==> config.mk <==
export PLATFORM = sky130hd
export DESIGN_NAME = ccp_array
export DESIGN_NICKNAME = d
export VERILOG_FILES = /design/src/rtl/ccp_pkg.sv /design/src/rtl/ccp_timebase.sv /design/src/rtl/ccp_channel.sv /design/src/rtl/ccp_steer.sv /design/src/rtl/ccp_array.sv
export SDC_FILE = /design/constraint.sdc
export NUM_CORES = 1
export LEC_CHECK = 0
export ABC_CLOCK_PERIOD_IN_PS = 2900
export BUFFER_PORTS_ARGS = -buffer_cell sky130_fd_sc_hd__buf_4
export CAP_MARGIN = 20
export CORE_MARGIN = 4
export CORE_UTILIZATION = 35
export CTS_CLUSTER_DIAMETER = 100
export DETAILED_ROUTE_END_ITERATION = 10
export PLACE_DENSITY_LB_ADDON = 0.2
export SYNTH_ARGS = -nofsm -noshare
export SYNTH_HDL_FRONTEND = slang
export SYNTH_SLANG_ARGS = --single-unit
==> constraint.sdc <==
create_clock -name clk -period 2.9 [get_ports clk]
set_input_delay 0.29 -clock clk [delete_from_list [all_inputs] [get_ports clk]]
set_output_delay 0.29 -clock clk [all_outputs]
set_load 0.005 [all_outputs]
==> src/rtl/ccp_pkg.sv <==
package ccp_pkg;

    typedef enum logic [1:0] {
        MODE_OFF = 2'd0,
        MODE_CAP = 2'd1,
        MODE_CMP = 2'd2,
        MODE_RSV = 2'd3
    } ch_mode_e;

    // Channel control: interrupt enable, edge/action select, mode.
    typedef struct packed {
        logic       ie;
        logic [1:0] act;
        ch_mode_e   mode;
    } chctl_t;

    localparam logic [2:0] A_CTRL  = 3'd0;
    localparam logic [2:0] A_TOP   = 3'd1;
    localparam logic [2:0] A_SEL   = 3'd2;
    localparam logic [2:0] A_CMP   = 3'd3;
    localparam logic [2:0] A_CHCTL = 3'd4;
    localparam logic [2:0] A_FLAGS = 3'd5;
    localparam logic [2:0] A_COUNT = 3'd6;
    localparam logic [2:0] A_ACT   = 3'd7;

endpackage

==> src/rtl/ccp_timebase.sv <==
module ccp_timebase #(
    parameter int W = 16
) (
    input  logic         clk,
    input  logic         rst_n,
    input  logic         run,
    input  logic         dual,
    input  logic         load,
    input  logic [W-1:0] load_val,
    input  logic [W-1:0] top,
    output logic [W-1:0] cnt,
    output logic         at_min,
    output logic         period_end
);

    typedef struct packed {
        logic [W-1:0] cnt;
        logic         down;
    } tb_t;

    tb_t s_d, s_q;

    always_comb begin
        s_d        = s_q;
        period_end = 1'b0;
        if (run) begin
            if (!dual) begin
                s_d.down = 1'b0;
                if (s_q.cnt >= top) begin
                    s_d.cnt    = '0;
                    period_end = 1'b1;
                end else begin
                    s_d.cnt = s_q.cnt + 1'b1;
                end
            end else if (!s_q.down) begin
                if (s_q.cnt >= top) begin
                    s_d.down = 1'b1;
                    s_d.cnt  = (s_q.cnt == '0) ? '0 : s_q.cnt - 1'b1;
                end else begin
                    s_d.cnt = s_q.cnt + 1'b1;
                end
            end else begin
                if (s_q.cnt == '0) begin
                    s_d.down   = 1'b0;
                    period_end = 1'b1;
                    s_d.cnt    = (top == '0) ? '0 : {{(W-1){1'b0}}, 1'b1};
                end else begin
                    s_d.cnt = s_q.cnt - 1'b1;
                end
            end
        end
        if (load) begin
            s_d.cnt  = load_val;
            s_d.down = 1'b0;
        end
    end

    always_ff @(posedge clk or negedge rst_n) begin
        if (!rst_n) s_q <= '0;
        else        s_q <= s_d;
    end

    assign cnt    = s_q.cnt;
    assign at_min = run && (s_q.cnt == '0);

    p_step_up_r2: assert property (@(posedge clk) disable iff (!rst_n)
        (run && !dual && !load && s_q.cnt < top) |=> (s_q.cnt == $past(s_q.cnt) + 1'b1));

    p_step_down_r3: assert property (@(posedge clk) disable iff (!rst_n)
        (run && dual && !load && s_q.down && s_q.cnt != '0) |=> (s_q.cnt == $past(s_q.cnt) - 1'b1));

    p_hold_stopped_r8: assert property (@(posedge clk) disable iff (!rst_n)
        (!run && !load) |=> $stable(s_q.cnt));

endmodule

==> src/rtl/ccp_channel.sv <==
module ccp_channel
    import ccp_pkg::*;
#(
    parameter int W = 16
) (
    input  logic         clk,
    input  logic         rst_n,
    input  logic         run,
    input  logic         dual,
    input  logic         pfc,
    input  logic         at_min,
    input  logic [W-1:0] cnt,
    input  chctl_t       cfg,
    input  logic         shd_we,
    input  logic [W-1:0] shd_wdata,
    input  logic         flag_clr,
    input  logic         cap_pin,
    output logic         wave,
    output logic         flag,
    output logic [W-1:0] shd_val,
    output logic [W-1:0] act_val
);

    typedef struct packed {
        logic         wave;
        logic         flag;
        logic         prev;
        logic [W-1:0] shd;
        logic [W-1:0] act;
    } ch_t;

    ch_t  s_d, s_q;
    logic rise, fall, edge_ok, cap_evt, match;

    always_comb begin
        rise = cap_pin & ~s_q.prev;
        fall = ~cap_pin & s_q.prev;
        unique case (cfg.act)
            2'd1:    edge_ok = fall;
            2'd2:    edge_ok = rise;
            2'd3:    edge_ok = rise | fall;
            default: edge_ok = 1'b0;
        endcase
        cap_evt = (cfg.mode == MODE_CAP) && edge_ok;
        match   = run && (cfg.mode == MODE_CMP) && (cnt == s_q.act);

        s_d      = s_q;
        s_d.prev = cap_pin;

        if (match) begin
            if (dual) begin
                s_d.wave = ~s_q.wave;
            end else begin
                unique case (cfg.act)
                    2'd1:    s_d.wave = 1'b1;
                    2'd2:    s_d.wave = 1'b0;
                    2'd3:    s_d.wave = ~s_q.wave;
                    default: s_d.wave = s_q.wave;
                endcase
            end
        end

        if (shd_we) s_d.shd = shd_wdata;

        if (cap_evt && run) begin
            s_d.shd = cnt;
            s_d.act = cnt;
        end else if (!pfc || at_min) begin
            s_d.act = s_q.shd;
        end

        s_d.flag = (s_q.flag & ~flag_clr) | cap_evt | match;
    end

    always_ff @(posedge clk or negedge rst_n) begin
        if (!rst_n) s_q <= '0;
        else        s_q <= s_d;
    end

    assign wave    = s_q.wave;
    assign flag    = s_q.flag;
    assign shd_val = s_q.shd;
    assign act_val = s_q.act;

    p_flag_sticky_r9: assert property (@(posedge clk) disable iff (!rst_n)
        (s_q.flag && !flag_clr) |=> s_q.flag);

    p_pfc_hold_r11: assert property (@(posedge clk) disable iff (!rst_n)
        (pfc && !at_min && !(cap_evt && run)) |=> $stable(s_q.act));

    p_stopped_keep_r6: assert property (@(posedge clk) disable iff (!rst_n)
        (!run && !shd_we) |=> $stable(s_q.shd));

    p_cmp_set_r7: assert property (@(posedge clk) disable iff (!rst_n)
        (match && !dual && cfg.act == 2'd1) |=> s_q.wave);

endmodule

==> src/rtl/ccp_steer.sv <==
module ccp_steer #(
    parameter int NCH   = 4,
    parameter int IDX_W = 2
) (
    input  logic             clk,
    input  logic             rst_n,
    input  logic [IDX_W-1:0] ph,
    input  logic             dir,
    input  logic             period_end,
    output logic [NCH-1:0]   en
);

    typedef struct packed {
        logic [IDX_W-1:0] idx;
    } st_t;

    st_t s_d, s_q;

    always_comb begin
        s_d = s_q;
        if (ph == '0) begin
            s_d.idx = '0;
        end else if (period_end) begin
            if (!dir) begin
                s_d.idx = (s_q.idx >= ph) ? '0 : s_q.idx + 1'b1;
            end else begin
                s_d.idx = (s_q.idx == '0 || s_q.idx > ph) ? ph : s_q.idx - 1'b1;
            end
        end
    end

    always_ff @(posedge clk or negedge rst_n) begin
        if (!rst_n) s_q <= '0;
        else        s_q <= s_d;
    end

    for (genvar g = 0; g < NCH; g++) begin : g_en
        assign en[g] = (ph == '0) || (s_q.idx == IDX_W'(g));
    end

    p_single_active_r12: assert property (@(posedge clk) disable iff (!rst_n)
        (ph != '0) |-> ($countones(en) == 1));

endmodule

==> src/rtl/ccp_array.sv <==
module ccp_array
    import ccp_pkg::*;
#(
    parameter int CNT_W = 16,
    parameter int NCH   = 4
) (
    input  logic             clk,
    input  logic             rst_n,
    input  logic             wr_en,
    input  logic [2:0]       wr_addr,
    input  logic [CNT_W-1:0] wr_data,
    input  logic [2:0]       rd_addr,
    output logic [CNT_W-1:0] rd_data,
    input  logic [NCH-1:0]   cap_in,
    output logic [NCH-1:0]   ccp_out,
    output logic             irq
);

    localparam int IDX_W = (NCH > 1) ? $clog2(NCH) : 1;

    typedef struct packed {
        logic                  run;
        logic                  dual;
        logic                  pfc;
        logic [IDX_W-1:0]      ph;
        logic                  dir;
        logic [CNT_W-1:0]      top;
        logic [IDX_W-1:0]      sel;
        chctl_t [NCH-1:0]      cfg;
    } regs_t;

    regs_t r_d, r_q;

    logic [CNT_W-1:0] cnt;
    logic             at_min, period_end, load;
    logic [NCH-1:0]   wave_v, flag_v, cmp_v, ie_v, en_v, shd_we_v, clr_v;
    logic [CNT_W-1:0] shd_a [NCH];
    logic [CNT_W-1:0] act_a [NCH];

    always_comb begin
        r_d = r_q;
        if (wr_en) begin
            unique case (wr_addr)
                A_CTRL: begin
                    r_d.run  = wr_data[0];
                    r_d.dual = wr_data[1];
                    r_d.pfc  = wr_data[2];
                    r_d.ph   = wr_data[3 +: IDX_W];
                    r_d.dir  = wr_data[3 + IDX_W];
                end
                A_TOP:   r_d.top = wr_data;
                A_SEL:   r_d.sel = wr_data[IDX_W-1:0];
                A_CHCTL: r_d.cfg[r_q.sel] = chctl_t'(wr_data[4:0]);
                default: ;
            endcase
        end
    end

    always_ff @(posedge clk or negedge rst_n) begin
        if (!rst_n) r_q <= '0;
        else        r_q <= r_d;
    end

    assign load = wr_en && (wr_addr == A_COUNT);

    ccp_timebase #(.W(CNT_W)) i_tb (
        .clk        (clk),
        .rst_n      (rst_n),
        .run        (r_q.run),
        .dual       (r_q.dual),
        .load       (load),
        .load_val   (wr_data),
        .top        (r_q.top),
        .cnt        (cnt),
        .at_min     (at_min),
        .period_end (period_end)
    );

    for (genvar g = 0; g < NCH; g++) begin : g_ch
        assign shd_we_v[g] = wr_en && (wr_addr == A_CMP) && (r_q.sel == IDX_W'(g));
        assign clr_v[g]    = wr_en && (wr_addr == A_FLAGS) && wr_data[g];
        assign cmp_v[g]    = (r_q.cfg[g].mode == MODE_CMP);
        assign ie_v[g]     = r_q.cfg[g].ie;

        ccp_channel #(.W(CNT_W)) i_ch (
            .clk       (clk),
            .rst_n     (rst_n),
            .run       (r_q.run),
            .dual      (r_q.dual),
            .pfc       (r_q.pfc),
            .at_min    (at_min),
            .cnt       (cnt),
            .cfg       (r_q.cfg[g]),
            .shd_we    (shd_we_v[g]),
            .shd_wdata (wr_data),
            .flag_clr  (clr_v[g]),
            .cap_pin   (cap_in[g]),
            .wave      (wave_v[g]),
            .flag      (flag_v[g]),
            .shd_val   (shd_a[g]),
            .act_val   (act_a[g])
        );
    end

    ccp_steer #(.NCH(NCH), .IDX_W(IDX_W)) i_steer (
        .clk        (clk),
        .rst_n      (rst_n),
        .ph         (r_q.ph),
        .dir        (r_q.dir),
        .period_end (period_end),
        .en         (en_v)
    );

    assign ccp_out = wave_v & cmp_v & en_v;
    assign irq     = |(flag_v & ie_v);

    always_comb begin
        unique case (rd_addr)
            A_CTRL:  rd_data = CNT_W'({r_q.dir, r_q.ph, r_q.pfc, r_q.dual, r_q.run});
            A_TOP:   rd_data = r_q.top;
            A_SEL:   rd_data = CNT_W'(r_q.sel);
            A_CMP:   rd_data = shd_a[r_q.sel];
            A_CHCTL: rd_data = CNT_W'(r_q.cfg[r_q.sel]);
            A_FLAGS: rd_data = CNT_W'(flag_v);
            A_COUNT: rd_data = cnt;
            default: rd_data = act_a[r_q.sel];
        endcase
    end

    p_irq_needs_enable_r10: assert property (@(posedge clk) disable iff (!rst_n)
        (ie_v == '0) |-> !irq);

    p_steer_out_r12: assert property (@(posedge clk) disable iff (!rst_n)
        (r_q.ph != '0) |-> ($countones(ccp_out) <= 1));

endmodule

==> impl_results.html <==
<table>
<tr><th>Metric</th><th>Value</th></tr>
<tr><th colspan="2">Drt</th></tr>
<tr><td>Avg Vias per Cell</td><td>5.82</td></tr>
<tr><td>Detailed-route wire length per cell</td><td>22.9 um</td></tr>
<tr><td>Count of TritonRoute iterations in the first routing pass</td><td>5</td></tr>
<tr><td>DRC errors left</td><td>0</td></tr>
<tr><td>Detailed-route via count</td><td>11600</td></tr>
<tr><td>Number of nets with antenna violations after detailed routing</td><td>0</td></tr>
<tr><td>Wire length reported by the detailed router</td><td>about 46 mm</td></tr>
<tr><td>Initial detailed-routing violation count</td><td>970</td></tr>
<tr><th colspan="2">Setup path</th></tr>
<tr><td>Required @ worst endpoint</td><td>2610 ps</td></tr>
<tr><td>Type of the worst setup path</td><td>reg2out</td></tr>
<tr><td>Worst setup slack for register-to-register paths</td><td>130 ps</td></tr>
<tr><td>Crit path max fanout</td><td>13</td></tr>
<tr><td>CP startpoint kind</td><td>flip-flop</td></tr>
<tr><td>Signal arrival time at the worst endpoint</td><td>2570 ps</td></tr>
<tr><td>Reg2reg path depth</td><td>9</td></tr>
<tr><td>Endpoint kind of the worst setup timing path</td><td>output pin</td></tr>
<tr><th colspan="2">Outcome</th></tr>
<tr><td>Result of the run</td><td>finished clean</td></tr>
<tr><th colspan="2">Die</th></tr>
<tr><td>Die boundary height</td><td>199 um</td></tr>
<tr><td>Die width</td><td>199 um</td></tr>
<tr><td>Ports placed on the boundary</td><td>50</td></tr>
<tr><td>Floorplan core area</td><td>~36000 um^2</td></tr>
<tr><td>Placement row count</td><td>69</td></tr>
<tr><td>Starting utilization of the core area</td><td>0.357</td></tr>
<tr><td>Die Area</td><td>39500 um^2</td></tr>
<tr><th colspan="2">STA</th></tr>
<tr><td>Final hold viol count</td><td>0</td></tr>
<tr><td>Largest clock skew in the final design</td><td>24.3 ps</td></tr>
<tr><td>Worst slew pin tran</td><td>768 ps</td></tr>
<tr><td>Endpoints failing setup</td><td>0</td></tr>
<tr><td>Pins Over Slew Limit</td><td>0</td></tr>
<tr><td>Worst slew margin relative to its limit</td><td>0.485</td></tr>
<tr><td>Clock period minus worst slack</td><td>between 2000 and 3000 ps</td></tr>
<tr><td>Final period util</td><td>0.985</td></tr>
<tr><td>Maximum clock frequency</td><td>350 MHz</td></tr>
<tr><td>Accumulated negative setup slack</td><td>0 ps</td></tr>
<tr><td>Final setup margin</td><td>43.9 ps</td></tr>
<tr><td>Unrepaired setup endpoints after global routing</td><td>false</td></tr>
<tr><th colspan="2">CTS</th></tr>
<tr><td>Worst-path clk slew</td><td>70 ps</td></tr>
<tr><td>Total clock buffers created by CTS</td><td>26</td></tr>
<tr><td>Clock latency of the later-clocked register in the worst-skew pair</td><td>540 ps</td></tr>
<tr><td>H-Tree Depth</td><td>1</td></tr>
<tr><td>Clk buf depth</td><td>3</td></tr>
<tr><td>Root buf cell</td><td>sky130_fd_sc_hd__clkbuf_16</td></tr>
<tr><td>Clock tree from TritonCTS</td><td>done</td></tr>
<tr><td>Number of sinks on the clock net</td><td>203</td></tr>
<tr><th colspan="2">Power and ir drop</th></tr>
<tr><td>Total chip power</td><td>about 15 mW</td></tr>
<tr><td>Highest ir drop seen on vdd</td><td>approximately 360 uV</td></tr>
<tr><td>Pwr dens</td><td>between 1000 and 1500 nW/um^2</td></tr>
<tr><td>Static Leakage</td><td>6.60 nW</td></tr>
<tr><th colspan="2">Synth</th></tr>
<tr><td>Compound-Gate Fraction of Synth Area</td><td>0.146</td></tr>
<tr><td>Fraction of the yosys area taken by sequential cells</td><td>0.399</td></tr>
<tr><td>Mapped Nets</td><td>1554</td></tr>
<tr><td>Post-synth design cell area</td><td>12700 um^2</td></tr>
<tr><td>Portion of netlist area occupied by mux cells</td><td>0.0979</td></tr>
<tr><td>Fraction of the mapped netlist area in adder cells</td><td>0.0481</td></tr>
<tr><td>Number of distinct standard cells referenced by the synthesized netlist</td><td>57</td></tr>
<tr><td>Count of flip-flops with a built-in enable after synthesis</td><td>0</td></tr>
<tr><td>FF+latch count, synth</td><td>203</td></tr>
<tr><td>Main combinational cell family by area after synthesis</td><td>simple AND/OR/NAND/NOR gates</td></tr>
<tr><td>Count of synthesis-stage warnings from yosys</td><td>0</td></tr>
<tr><td>Fraction of synthesized cell area in xor and xnor cells</td><td>0.0481</td></tr>
<tr><td>Flip-flop cell with the highest count after synthesis</td><td>sky130_fd_sc_hd__dfrtp_1</td></tr>
<tr><td>Post-Synthesis Cells</td><td>approximately 1500</td></tr>
<tr><td>Synthesized area per cell</td><td>between 8 and 9 um^2</td></tr>
<tr><td>Fraction of registers with async set/reset</td><td>1.00</td></tr>
<tr><td>Synthesized-area fraction occupied by and/or/nand/nor cells</td><td>0.213</td></tr>
<tr><th colspan="2">Hold path</th></tr>
<tr><td>Worst hold-check path type</td><td>in2reg</td></tr>
<tr><td>Worst hold path depth</td><td>3</td></tr>
<tr><th colspan="2">Final layout</th></tr>
<tr><td>Most common cell after layout, fill and taps aside</td><td>sky130_fd_sc_hd__nand2_1</td></tr>
<tr><td>Ant diodes</td><td>0</td></tr>
<tr><td>Final standard cell count with taps included and fillers excluded</td><td>approximately 2000</td></tr>
<tr><td>Commonest non-fill, non-tap cells in the layout</td><td>sky130_fd_sc_hd__nand2_1 (348), sky130_fd_sc_hd__dfrtp_1 (201), sky130_fd_sc_hd__a31oi_1 (141), sky130_fd_sc_hd__nor2_1 (130), sky130_fd_sc_hd__buf_4 (115)</td></tr>
<tr><td>Nets@finish</td><td>roughly 1600</td></tr>
<tr><td>Signed area change from the synthesized netlist to the final layout</td><td>18.2%</td></tr>
<tr><td>Ratio of cells with drive above 1 in the final layout</td><td>0.165</td></tr>
<tr><td>Utilization after layout</td><td>0.422</td></tr>
<tr><td>Filler cell count in the final layout</td><td>about 3500</td></tr>
<tr><th colspan="2">Global route</th></tr>
<tr><td>Number of antenna violations at the first check in global routing</td><td>0</td></tr>
<tr><td>Global-route usage over all layers</td><td>0.228</td></tr>
<tr><td>Global route total overflow</td><td>0</td></tr>
<tr><td>Maximum number of pins on one net before global-route repair</td><td>78</td></tr>
<tr><td>Global-route wire length before repair</td><td>69.9 mm</td></tr>
<tr><td>Number of global-route vias before repair</td><td>11300</td></tr>
<tr><th colspan="2">Place</th></tr>
<tr><td>Routability cong.</td><td>0.863</td></tr>
<tr><td>Half-perimeter wire length after placement</td><td>just over 30 mm</td></tr>
<tr><td>Number of I/O port buffers</td><td>49</td></tr>
<tr><td>Placed Cells</td><td>1946</td></tr>
<tr><td>DP Worst Slack</td><td>76.9 ps</td></tr>
<tr><th colspan="2">Run</th></tr>
<tr><td>Maximum capacitance violations</td><td>0</td></tr>
</table>
==> stage by stage <==
step | instance area [um^2] | hold WS (ps)
after floorplan | 12700 | -5.59
after global placement | 14000 | 274
after detailed placement | 14000 | 293
after CTS | 15000 | 22.3
after global routing | 15100 | 62.3
final | 15100 | 39.1
==> Yosys cell counts (all sizes together), types with 5 or more instances <==
library cell | count | area share
ha | 49 | 0.048
nor2 | 131 | 0.039
or4 | 7 | 0.0044
a22oi | 17 | 0.010
a211oi | 7 | 0.0041
nand3b | 8 | 0.0047
xor2 | 16 | 0.011
nor2b | 11 | 0.0054
nor4b | 5 | 0.0034
and3 | 9 | 0.0044
nand3 | 25 | 0.0098
mux2i | 11 | 0.0086
nand4 | 22 | 0.011
nor3 | 19 | 0.0075
inv | 45 | 0.013
nor4 | 10 | 0.0049
buf | 20 | 0.0074
o22ai | 5 | 0.0025
o21ai | 60 | 0.024
a31oi | 141 | 0.069
a21oi | 28 | 0.011
mux4 | 37 | 0.065
nand2 | 348 | 0.10
mux2 | 27 | 0.024
clkbuf | 96 | 0.028
xnor2 | 54 | 0.037
dfrtp | 203 | 0.40
nand2b | 11 | 0.0054
==> worst max-delay path, cell delays in order, from the launching register on <==
cell and delay (ps):
sky130_fd_sc_hd__dfrtp_4 480, sky130_fd_sc_hd__buf_12 170, sky130_fd_sc_hd__mux4_2 510, sky130_fd_sc_hd__mux2_2 300, sky130_fd_sc_hd__a22oi_1 250, sky130_fd_sc_hd__a21oi_1 150
sky130_fd_sc_hd__buf_4 170
==> power by group <==
group | switching (mW) | internal, mW | leakage, nW
logic | 3.62 | 2.94 | 3.58
registers | 1.14 | 3.97 | 2.56
clock network | 1.31 | 2.21 | 0.465
total | 6.08 | 9.13 | 6.60
==> area by class of cell <==
class	count	area (um^2)	share of cell area
sequential	203	5080	0.337
timing repair buffer	135	1210	0.0802
clock inverter	10	150	0.00997
multi-input combinational	1112	7100	0.471
tap	461	577	0.0383
inverter	45	169	0.0112
clock buffer	36	779	0.0517
==> flip-flops by register name (all words and copies together) (netlist names) <==
| name | cells |
|---|---|
| g_ch.i_ch.shd_val | 64 |
| g_ch.i_ch.flag | 4 |
| i_tb.cnt | 16 |
| i_steer.s_q | 2 |
| g_ch.i_ch.act_val | 64 |
| r_q | 40 |
| g_ch.i_ch.wave | 4 |
| i_tb.s_q | 1 |
| ie_v | 4 |
| g_ch.i_ch.s_q | 4 |
==> path summary, 6_finish.rpt <==
check / end / start
min: i_tb.cnt[11] / wr_data[11]
min reg2reg: g_ch[3].i_ch.flag / g_ch[3].i_ch.flag
max in group asynchronous: g_ch[2].i_ch.shd_val[15] / rst_n
max reg2reg: i_tb.cnt[4] / r_q[37]
min in group asynchronous: g_ch[2].i_ch.shd_val[4] / rst_n
max: rd_data[4] / r_q[20]
==> cell families (layout without fill, tap and decap cells) <==
kind of cell,Yosys count,in the layout
buffers and inverters,161,226
AOI/OAI and AO/OA,295,295
muxes,75,75
adders and majority gates,49,49
DFF,203,203
and+or+nand+nor,623,623
xor gates and xnor gates,70,70
==> repair_timing <==
| item | CTS | global route |
|---|---|---|
| hold buffers | 5 | 0 |
| setup buffers | 1 | 4 |
| setup endpoints to repair | 8 | 8 |
| gates resized for setup | 1 | 4 |
| hold endpoints to repair | 63 | 0 |
| pin swaps | 0 | 1 |
==> routing by layer <==
layer,global-route usage,vias to the layer above,share of wire
li1,-,5298,-
met1,0.328,5791,0.44
met2,0.358,472,0.45
met3,0.0366,88,0.075
met4,0.0656,0,0.031
met5,0,-,0
Note: power is estimated with default switching activity, not from simulation.
